--- src/rtl/lin_phy_pkg.sv ---
package lin_phy_pkg;
  typedef enum logic [1:0] {
    MODE_STBY  = 2'd0,
    MODE_NORM  = 2'd1,
    MODE_SLEEP = 2'd2
  } lin_mode_e;

  // bit positions inside the synchroniser bank
  localparam int SIG_EN   = 0;
  localparam int SIG_TXD  = 1;
  localparam int SIG_BUS  = 2;
  localparam int SIG_UV   = 3;
  localparam int SIG_HOT  = 4;
  localparam int SIG_NUM  = 5;
endpackage

--- src/rtl/lin_sync_bank.sv ---
module lin_sync_bank #(
  parameter int W      = 5,
  parameter int STAGES = 2,
  parameter logic [W-1:0] RST_VAL = '0
) (
  input  logic         clk,
  input  logic         rst_n,
  input  logic [W-1:0] d,
  output logic [W-1:0] q
);
  for (genvar i = 0; i < W; i++) begin : g_bit
    logic [STAGES-1:0] chain;
    always_ff @(posedge clk or negedge rst_n) begin
      if (!rst_n) chain <= {STAGES{RST_VAL[i]}};
      else        chain <= {chain[STAGES-2:0], d[i]};
    end
    assign q[i] = chain[STAGES-1];
  end
endmodule

--- src/rtl/lin_level_filter.sv ---
// Restartable level filter: the output takes a new level only after the
// input has differed from it on LEN consecutive clock edges.
module lin_level_filter #(
  parameter int LEN  = 4,
  parameter bit INIT = 1'b1
) (
  input  logic clk,
  input  logic rst_n,
  input  logic clr,
  input  logic d,
  output logic q
);
  localparam int CW = $clog2(LEN + 1);
  localparam logic [CW-1:0] LAST = CW'(LEN - 1);

  logic [CW-1:0] cnt;

  always_ff @(posedge clk or negedge rst_n) begin
    if (!rst_n) begin
      q   <= INIT;
      cnt <= '0;
    end else if (clr) begin
      q   <= INIT;
      cnt <= '0;
    end else if (d == q) begin
      cnt <= '0;
    end else if (cnt == LAST) begin
      q   <= d;
      cnt <= '0;
    end else begin
      cnt <= cnt + 1'b1;
    end
  end
endmodule

--- src/rtl/lin_mode_fsm.sv ---
module lin_mode_fsm
  import lin_phy_pkg::*;
(
  input  logic      clk,
  input  logic      rst_n,
  input  logic      en_f,
  input  logic      vcc_low,
  input  logic      wake,
  output lin_mode_e mode,
  output logic      wake_irq
);
  lin_mode_e nxt;
  logic      irq_nxt;

  always_comb begin
    nxt     = mode;
    irq_nxt = wake_irq;
    case (mode)
      MODE_STBY: begin
        if (en_f && !vcc_low) begin
          nxt     = MODE_NORM;
          irq_nxt = 1'b0;
        end
      end
      MODE_NORM: begin
        if (vcc_low)    nxt = MODE_STBY;
        else if (!en_f) nxt = MODE_SLEEP;
      end
      MODE_SLEEP: begin
        if (en_f && !vcc_low) begin
          nxt     = MODE_NORM;
          irq_nxt = 1'b0;
        end else if (wake) begin
          nxt     = MODE_STBY;
          irq_nxt = 1'b1;
        end
      end
      default: begin
        nxt     = MODE_STBY;
        irq_nxt = 1'b0;
      end
    endcase
  end

  always_ff @(posedge clk or negedge rst_n) begin
    if (!rst_n) begin
      mode     <= MODE_STBY;
      wake_irq <= 1'b0;
    end else begin
      mode     <= nxt;
      wake_irq <= irq_nxt;
    end
  end
endmodule

--- src/rtl/lin_phy_ctrl.sv ---
module lin_phy_ctrl
  import lin_phy_pkg::*;
#(
  parameter int EN_DEB_CYC  = 4000,
  parameter int RX_DEB_CYC  = 400,
  parameter int WAKE_CYC    = 16000,
  parameter int SYNC_STAGES = 2
) (
  input  logic       clk,
  input  logic       rst_n,
  input  logic       en_i,
  input  logic       txd_i,
  input  logic       bus_i,
  input  logic       vcc_low_i,
  input  logic       hot_i,
  output logic       inh_on_o,
  output logic       drv_en_o,
  output logic       drv_data_o,
  output logic       rxd_o,
  output logic       term_on_o,
  output logic [1:0] mode_o
);
  localparam logic [SIG_NUM-1:0] SYNC_RST =
    SIG_NUM'((1 << SIG_TXD) | (1 << SIG_BUS));

  logic [SIG_NUM-1:0] raw, synced;
  logic en_s, txd_s, bus_s, uv_s, hot_s;
  logic en_f, rx_f, wake;
  lin_mode_e mode;
  logic wake_irq;

  always_comb begin
    raw          = '0;
    raw[SIG_EN]  = en_i;
    raw[SIG_TXD] = txd_i;
    raw[SIG_BUS] = bus_i;
    raw[SIG_UV]  = vcc_low_i;
    raw[SIG_HOT] = hot_i;
  end

  lin_sync_bank #(.W(SIG_NUM), .STAGES(SYNC_STAGES), .RST_VAL(SYNC_RST)) u_sync (
    .clk(clk), .rst_n(rst_n), .d(raw), .q(synced)
  );

  assign en_s  = synced[SIG_EN];
  assign txd_s = synced[SIG_TXD];
  assign bus_s = synced[SIG_BUS];
  assign uv_s  = synced[SIG_UV];
  assign hot_s = synced[SIG_HOT];

  lin_level_filter #(.LEN(EN_DEB_CYC), .INIT(1'b0)) u_en_flt (
    .clk(clk), .rst_n(rst_n), .clr(1'b0), .d(en_s), .q(en_f)
  );

  lin_level_filter #(.LEN(RX_DEB_CYC), .INIT(1'b1)) u_rx_flt (
    .clk(clk), .rst_n(rst_n), .clr(1'b0), .d(bus_s), .q(rx_f)
  );

  // wakeup filter only runs while asleep; it counts dominant samples
  lin_level_filter #(.LEN(WAKE_CYC), .INIT(1'b0)) u_wake_flt (
    .clk(clk), .rst_n(rst_n), .clr(mode != MODE_SLEEP), .d(!bus_s), .q(wake)
  );

  lin_mode_fsm u_fsm (
    .clk(clk), .rst_n(rst_n), .en_f(en_f), .vcc_low(uv_s), .wake(wake),
    .mode(mode), .wake_irq(wake_irq)
  );

  assign inh_on_o   = (mode != MODE_SLEEP);
  assign term_on_o  = (mode != MODE_SLEEP);
  assign drv_en_o   = (mode == MODE_NORM) && !hot_s && !uv_s;
  assign drv_data_o = drv_en_o ? txd_s : 1'b1;
  assign rxd_o      = wake_irq ? 1'b0 : ((mode == MODE_SLEEP) ? 1'b1 : rx_f);
  assign mode_o     = mode;
endmodule

--- config.mk ---
export PLATFORM = sky130hd
export DESIGN_NAME = lin_phy_ctrl
export DESIGN_NICKNAME = d
export VERILOG_FILES = /design/src/rtl/lin_phy_pkg.sv /design/src/rtl/lin_sync_bank.sv /design/src/rtl/lin_level_filter.sv /design/src/rtl/lin_mode_fsm.sv /design/src/rtl/lin_phy_ctrl.sv
export SDC_FILE = /design/constraint.sdc
export NUM_CORES = 1
export LEC_CHECK = 0
export BUFFER_PORTS_ARGS = -buffer_cell sky130_fd_sc_hd__buf_4
export CORE_UTILIZATION = 44
export CTS_BUF_LIST = sky130_fd_sc_hd__clkbuf_8 sky130_fd_sc_hd__clkbuf_16
export CTS_CLUSTER_SIZE = 25
export DETAILED_ROUTE_END_ITERATION = 10
export PLACE_DENSITY_LB_ADDON = 0.08
export SLEW_MARGIN = 20
export SYNTH_ARGS = -nofsm -noshare
export SYNTH_HDL_FRONTEND = slang
export SYNTH_HIERARCHICAL = 1
export SYNTH_SLANG_ARGS = --single-unit
--- constraint.sdc ---
create_clock -name clk -period 1.9 [get_ports clk]
set_input_delay 0 -clock clk [delete_from_list [all_inputs] [get_ports clk]]
set_output_delay 0 -clock clk [all_outputs]
set_load 0.02 [all_outputs]
==> impl_results.html <==
<table>
<tr><th>Metric</th><th>Value</th></tr>
<tr><th colspan="2">Status</th></tr>
<tr><td>Status</td><td>finished, final reports clean</td></tr>
<tr><th colspan="2">Pwr</th></tr>
<tr><td>Maximum VDD drop</td><td>0.000466 V</td></tr>
<tr><td>P_leak</td><td>0.00111 µW</td></tr>
<tr><td>Power density of the placed cells</td><td>735 nW/µm²</td></tr>
<tr><td>Power consumption</td><td>1990 µW</td></tr>
<tr><th colspan="2">Critical path</th></tr>
<tr><td>Worst-path cell with the longest stage delay</td><td>sky130_fd_sc_hd__or4_4</td></tr>
<tr><td>Number of cells traversed by the worst register-to-register path</td><td>5</td></tr>
<tr><td>Reg-to-reg endpoint</td><td>u_wake_flt/cnt[13]</td></tr>
<tr><td>FF-to-FF Start</td><td>u_wake_flt/cnt[0]</td></tr>
<tr><td>List of cells traversed by the critical path</td><td>ha_1, inv_1, or4_4, nand2_2, nor2_1</td></tr>
<tr><td>Max Fanout on Critical Path</td><td>12</td></tr>
<tr><td>Kind of capture point of the worst setup path</td><td>register</td></tr>
<tr><td>Required time of the critical path</td><td>2.08 ns</td></tr>
<tr><td>Register-to-register setup slack</td><td>0.27 ns</td></tr>
<tr><td>Worst path arrival time</td><td>1.81 ns</td></tr>
<tr><td>CP max stage delay</td><td>0.55 ns</td></tr>
<tr><td>CP Launch Type</td><td>register</td></tr>
<tr><td>Crit path kind</td><td>reg2reg</td></tr>
<tr><th colspan="2">Timing</th></tr>
<tr><td>Final worst path period need</td><td>1.63 ns</td></tr>
<tr><td>Setup Skew</td><td>0.00888 ns</td></tr>
<tr><td>Worst-case headroom to the max-slew limit</td><td>58.6%</td></tr>
<tr><td>FMAX</td><td>612 MHz</td></tr>
<tr><td>Worst-Margin Slew</td><td>0.621 ns</td></tr>
<tr><td>Total count of max-transition violations in the final report</td><td>0</td></tr>
<tr><td>Final hold violation count</td><td>0</td></tr>
<tr><td>Number of endpoints failing setup at the final stage</td><td>0</td></tr>
<tr><td>Setup TNS</td><td>0 ns</td></tr>
<tr><td>RSZ-0062 raised after global routing</td><td>no</td></tr>
<tr><td>Final critical-path share of the clock period</td><td>85.9%</td></tr>
<tr><th colspan="2">Placement</th></tr>
<tr><td>Port Buffers</td><td>13</td></tr>
<tr><td>Detail Placement HPWL</td><td>2.60 mm</td></tr>
<tr><td>Routability Congestion</td><td>0.758</td></tr>
<tr><th colspan="2">Global routing</th></tr>
<tr><td>GRT Max-Usage Layer</td><td>met2</td></tr>
<tr><td>Wire length of the first global-routing pass</td><td>6.50 mm</td></tr>
<tr><td>Leftover overflow at the end of global routing</td><td>0</td></tr>
<tr><td>Global routing usage summed across all routing layers</td><td>15.1%</td></tr>
<tr><td>Grt met2 use</td><td>22.1%</td></tr>
<tr><td>Met3 capacity usage during global routing</td><td>3.97%</td></tr>
<tr><td>Initial antenna violation count</td><td>0</td></tr>
<tr><td>Vias in the first global route</td><td>1466</td></tr>
<tr><td>Met1 GRT Util</td><td>21.9%</td></tr>
<tr><td>Maximum number of pins on one net before global-route repair</td><td>52</td></tr>
<tr><th colspan="2">Finish</th></tr>
<tr><td>Most frequent standard cell in the layout excluding fill and tap cells</td><td>sky130_fd_sc_hd__dfrtp_1</td></tr>
<tr><td>Number of nets in the layout</td><td>253</td></tr>
<tr><td>Commonest cells after routing, fill and taps aside</td><td>sky130_fd_sc_hd__dfrtp_1, sky130_fd_sc_hd__nor2_1, sky130_fd_sc_hd__buf_4, sky130_fd_sc_hd__nand3_1, sky130_fd_sc_hd__xnor2_1</td></tr>
<tr><td>Share of final-layout standard cells stronger than drive strength 1</td><td>16.4%</td></tr>
<tr><td>Fill count</td><td>494</td></tr>
<tr><td>Number of diodes added for antenna fixing</td><td>0</td></tr>
<tr><td>Area growth from synthesis to layout</td><td>14.3%</td></tr>
<tr><th colspan="2">Routing</th></tr>
<tr><td>DR pass1 iterations</td><td>4</td></tr>
<tr><td>Count of nets left with antenna violations after detail routing</td><td>0</td></tr>
<tr><td>Wirelength per Cell</td><td>12.1 µm</td></tr>
<tr><td>Average vias per placed instance</td><td>4.97</td></tr>
<tr><td>DRC violation count after routing</td><td>0</td></tr>
<tr><td>Drt first-iter violations</td><td>134</td></tr>
<tr><td>Vias</td><td>1560</td></tr>
<tr><td>WL final</td><td>3.81 mm</td></tr>
<tr><th colspan="2">Die</th></tr>
<tr><td>Floorplan die width</td><td>75.3 µm</td></tr>
<tr><td>Die Span Y</td><td>75.3 µm</td></tr>
<tr><td>Number of standard-cell rows in the floorplan</td><td>26</td></tr>
<tr><td>I/O pins</td><td>14</td></tr>
<tr><td>Initial core utilization</td><td>46.0%</td></tr>
<tr><td>Die Area</td><td>5670 µm²</td></tr>
<tr><td>Std-Cell Core Area</td><td>5140 µm²</td></tr>
<tr><th colspan="2">CTS</th></tr>
<tr><td>TritonCTS sink count</td><td>51</td></tr>
<tr><td>Clock-pin slew reported for the worst setup and hold paths after clock tree synthesis</td><td>0.09 ns</td></tr>
<tr><td>CTS Buf Count</td><td>5</td></tr>
<tr><td>Post-CTS setup repair buffer count</td><td>0</td></tr>
<tr><td>Worst-Skew Late Latency</td><td>0.29 ns</td></tr>
<tr><td>Clock tree from TritonCTS</td><td>built</td></tr>
<tr><td>Number of buffers on the longest clock path</td><td>2</td></tr>
<tr><td>Clock tree root buffer cell</td><td>sky130_fd_sc_hd__clkbuf_8</td></tr>
<tr><td>CTS H-Tree Depth</td><td>2</td></tr>
<tr><th colspan="2">Synthesis</th></tr>
<tr><td>Async set-reset flop share out of synthesis</td><td>100%</td></tr>
<tr><td>Number of warnings reported in the yosys synthesis log</td><td>6</td></tr>
<tr><td>Area fraction in and, or, nand and nor cells after synthesis</td><td>24.1%</td></tr>
<tr><td>Adder-cell share of the synthesized area</td><td>1.59%</td></tr>
<tr><td>Post-synthesis instance area</td><td>2360 µm²</td></tr>
<tr><td>Synth Area in Compound Gates</td><td>4.87%</td></tr>
<tr><td>Number of synthesized register bits</td><td>51</td></tr>
<tr><td>Cell count after synthesis</td><td>220</td></tr>
<tr><td>Portion of the post-synthesis area used by sequential elements</td><td>54.3%</td></tr>
<tr><td>Cell variety after synth</td><td>43</td></tr>
<tr><td>Fraction of synthesized cell area taken by the top area cell type</td><td>48.7%</td></tr>
<tr><td>Synthesized-area fraction occupied by xor and xnor cells</td><td>10.0%</td></tr>
<tr><td>Mean cell area of the mapped netlist</td><td>10.7 µm²</td></tr>
<tr><td>Largest family of logic cells by synthesized area</td><td>simple AND/OR/NAND/NOR gates</td></tr>
<tr><td>Commonest register cell after synthesis</td><td>sky130_fd_sc_hd__dfrtp_1</td></tr>
<tr><td>Multiplexer area fraction after synthesis</td><td>0.847%</td></tr>
<tr><td>Cells taking the most area after synthesis</td><td>sky130_fd_sc_hd__dfrtp_1, sky130_fd_sc_hd__nor2_1, sky130_fd_sc_hd__dfstp_2</td></tr>
<tr><td>Number of flops mapped to enable cells by yosys</td><td>0</td></tr>
<tr><td>Cell taking the most area after synthesis</td><td>sky130_fd_sc_hd__dfrtp_1</td></tr>
<tr><th colspan="2">Worst hold path</th></tr>
<tr><td>Worst min-delay path class</td><td>in2async</td></tr>
<tr><th colspan="2">Job</th></tr>
<tr><td>Count of maximum capacitance violations</td><td>0</td></tr>
</table>
-- worst max-delay path by stage --
| stage | from | to |
|---|---|---|
| after global routing | u_en_flt/cnt[0] | u_en_flt/q |
| after CTS | u_wake_flt/cnt[0] | u_wake_flt/cnt[13] |
| after detailed placement | u_wake_flt/cnt[0] | u_wake_flt/cnt[13] |
| after global placement | u_wake_flt/cnt[0] | u_wake_flt/cnt[8] |
| final | u_wake_flt/cnt[0] | u_wake_flt/cnt[13] |
| after floorplan | u_wake_flt/cnt[0] | u_wake_flt/cnt[11] |
-- power by group --
part / internal, µW / switching (µW)
registers: 1110 / 18.0
clock network: 426 / 336
logic: 39.6 / 58.6
total: 1570 / 413
-- worst max-delay path: cells and delay by family, from the launching register on --
family                   cells  cell delay [ns]
flip-flops                   1             0.42
buffers and inverters        1             0.05
adder cells (fa/ha/maj)      1             0.19
AND/OR/NAND/NOR              3             0.85
-- cells in the mapped netlist, types with 2 or more instances --
cell type	n
sky130_fd_sc_hd__nor3_1	5
sky130_fd_sc_hd__nor4_1	2
sky130_fd_sc_hd__mux2i_1	2
sky130_fd_sc_hd__xnor2_1	15
sky130_fd_sc_hd__o21ai_0	4
sky130_fd_sc_hd__ha_1	3
sky130_fd_sc_hd__buf_4	6
sky130_fd_sc_hd__nand4_1	9
sky130_fd_sc_hd__inv_1	8
sky130_fd_sc_hd__nand3_1	15
sky130_fd_sc_hd__buf_6	2
sky130_fd_sc_hd__dfrtp_1	46
sky130_fd_sc_hd__nand2b_1	5
sky130_fd_sc_hd__nor2_1	37
sky130_fd_sc_hd__xor2_1	12
sky130_fd_sc_hd__dfstp_2	5
sky130_fd_sc_hd__nand2_1	10
sky130_fd_sc_hd__a21oi_1	7
sky130_fd_sc_hd__or3_1	3
-- per-stage QoR --
| step | setup WS, ns | util, % | std cells | area [µm²] | hold slack [ns] |
|---|---|---|---|---|---|
| after floorplan | 0.288 | - | 222 | 2370 | -0.296 |
| after global placement | 0.280 | 49.1 | 300 | 2520 | 0.0661 |
| after detailed placement | 0.265 | 49.1 | 300 | 2520 | 0.0655 |
| after CTS | 0.250 | 52.6 | 314 | 2700 | 0.278 |
| after global routing | 0.0958 | 52.6 | 314 | 2700 | 0.334 |
| final | 0.267 | 52.6 | 314 | 2700 | 0.258 |
-- sequential cells by signal (all words and copies together), names as in the netlist --
| name | count |
|---|---|
| u_en_flt/cnt | 12 |
| u_en_flt/q | 1 |
| u_rx_flt/cnt | 9 |
| u_rx_flt/q | 1 |
| u_wake_flt/q | 1 |
| u_fsm/mode | 2 |
| u_sync/g_bit.chain | 10 |
| u_fsm/wake_irq | 1 |
| u_wake_flt/cnt | 14 |
-- layer usage --
layer / routed length [µm] / up-vias
li1: - / 796
met1: 2000 / 737
met2: 1660 / 23
met3: 107 / 4
met4: 44 / 0
met5: 0 / -
-- cell type report --
type | count | area, µm² | area share (%)
timing repair buffer | 22 | 193 | 7.13
multi-input combinational | 155 | 991 | 36.7
inverter | 8 | 30.0 | 1.11
sequential | 51 | 1280 | 47.5
tap | 70 | 87.6 | 3.24
clock buffer | 6 | 82.6 | 3.06
clock inverter | 2 | 35.0 | 1.30
-- kinds of logic (layout without fill, tap and decap cells) --
kind of cell,count (synthesis),count (layout)
simple gates,103,103
flops,51,51
xor+xnor,27,27
compound gates,17,17
buf+inv,16,38
fa+ha+maj,3,3
mux,2,2
other cells,1,3
-- repair_timing --
action,CTS,global route
resized for setup,0,0
hold buffers,6,0
endpoints found under the hold margin,51,0
No activity file was read; power rests on OpenSTA's default activity.
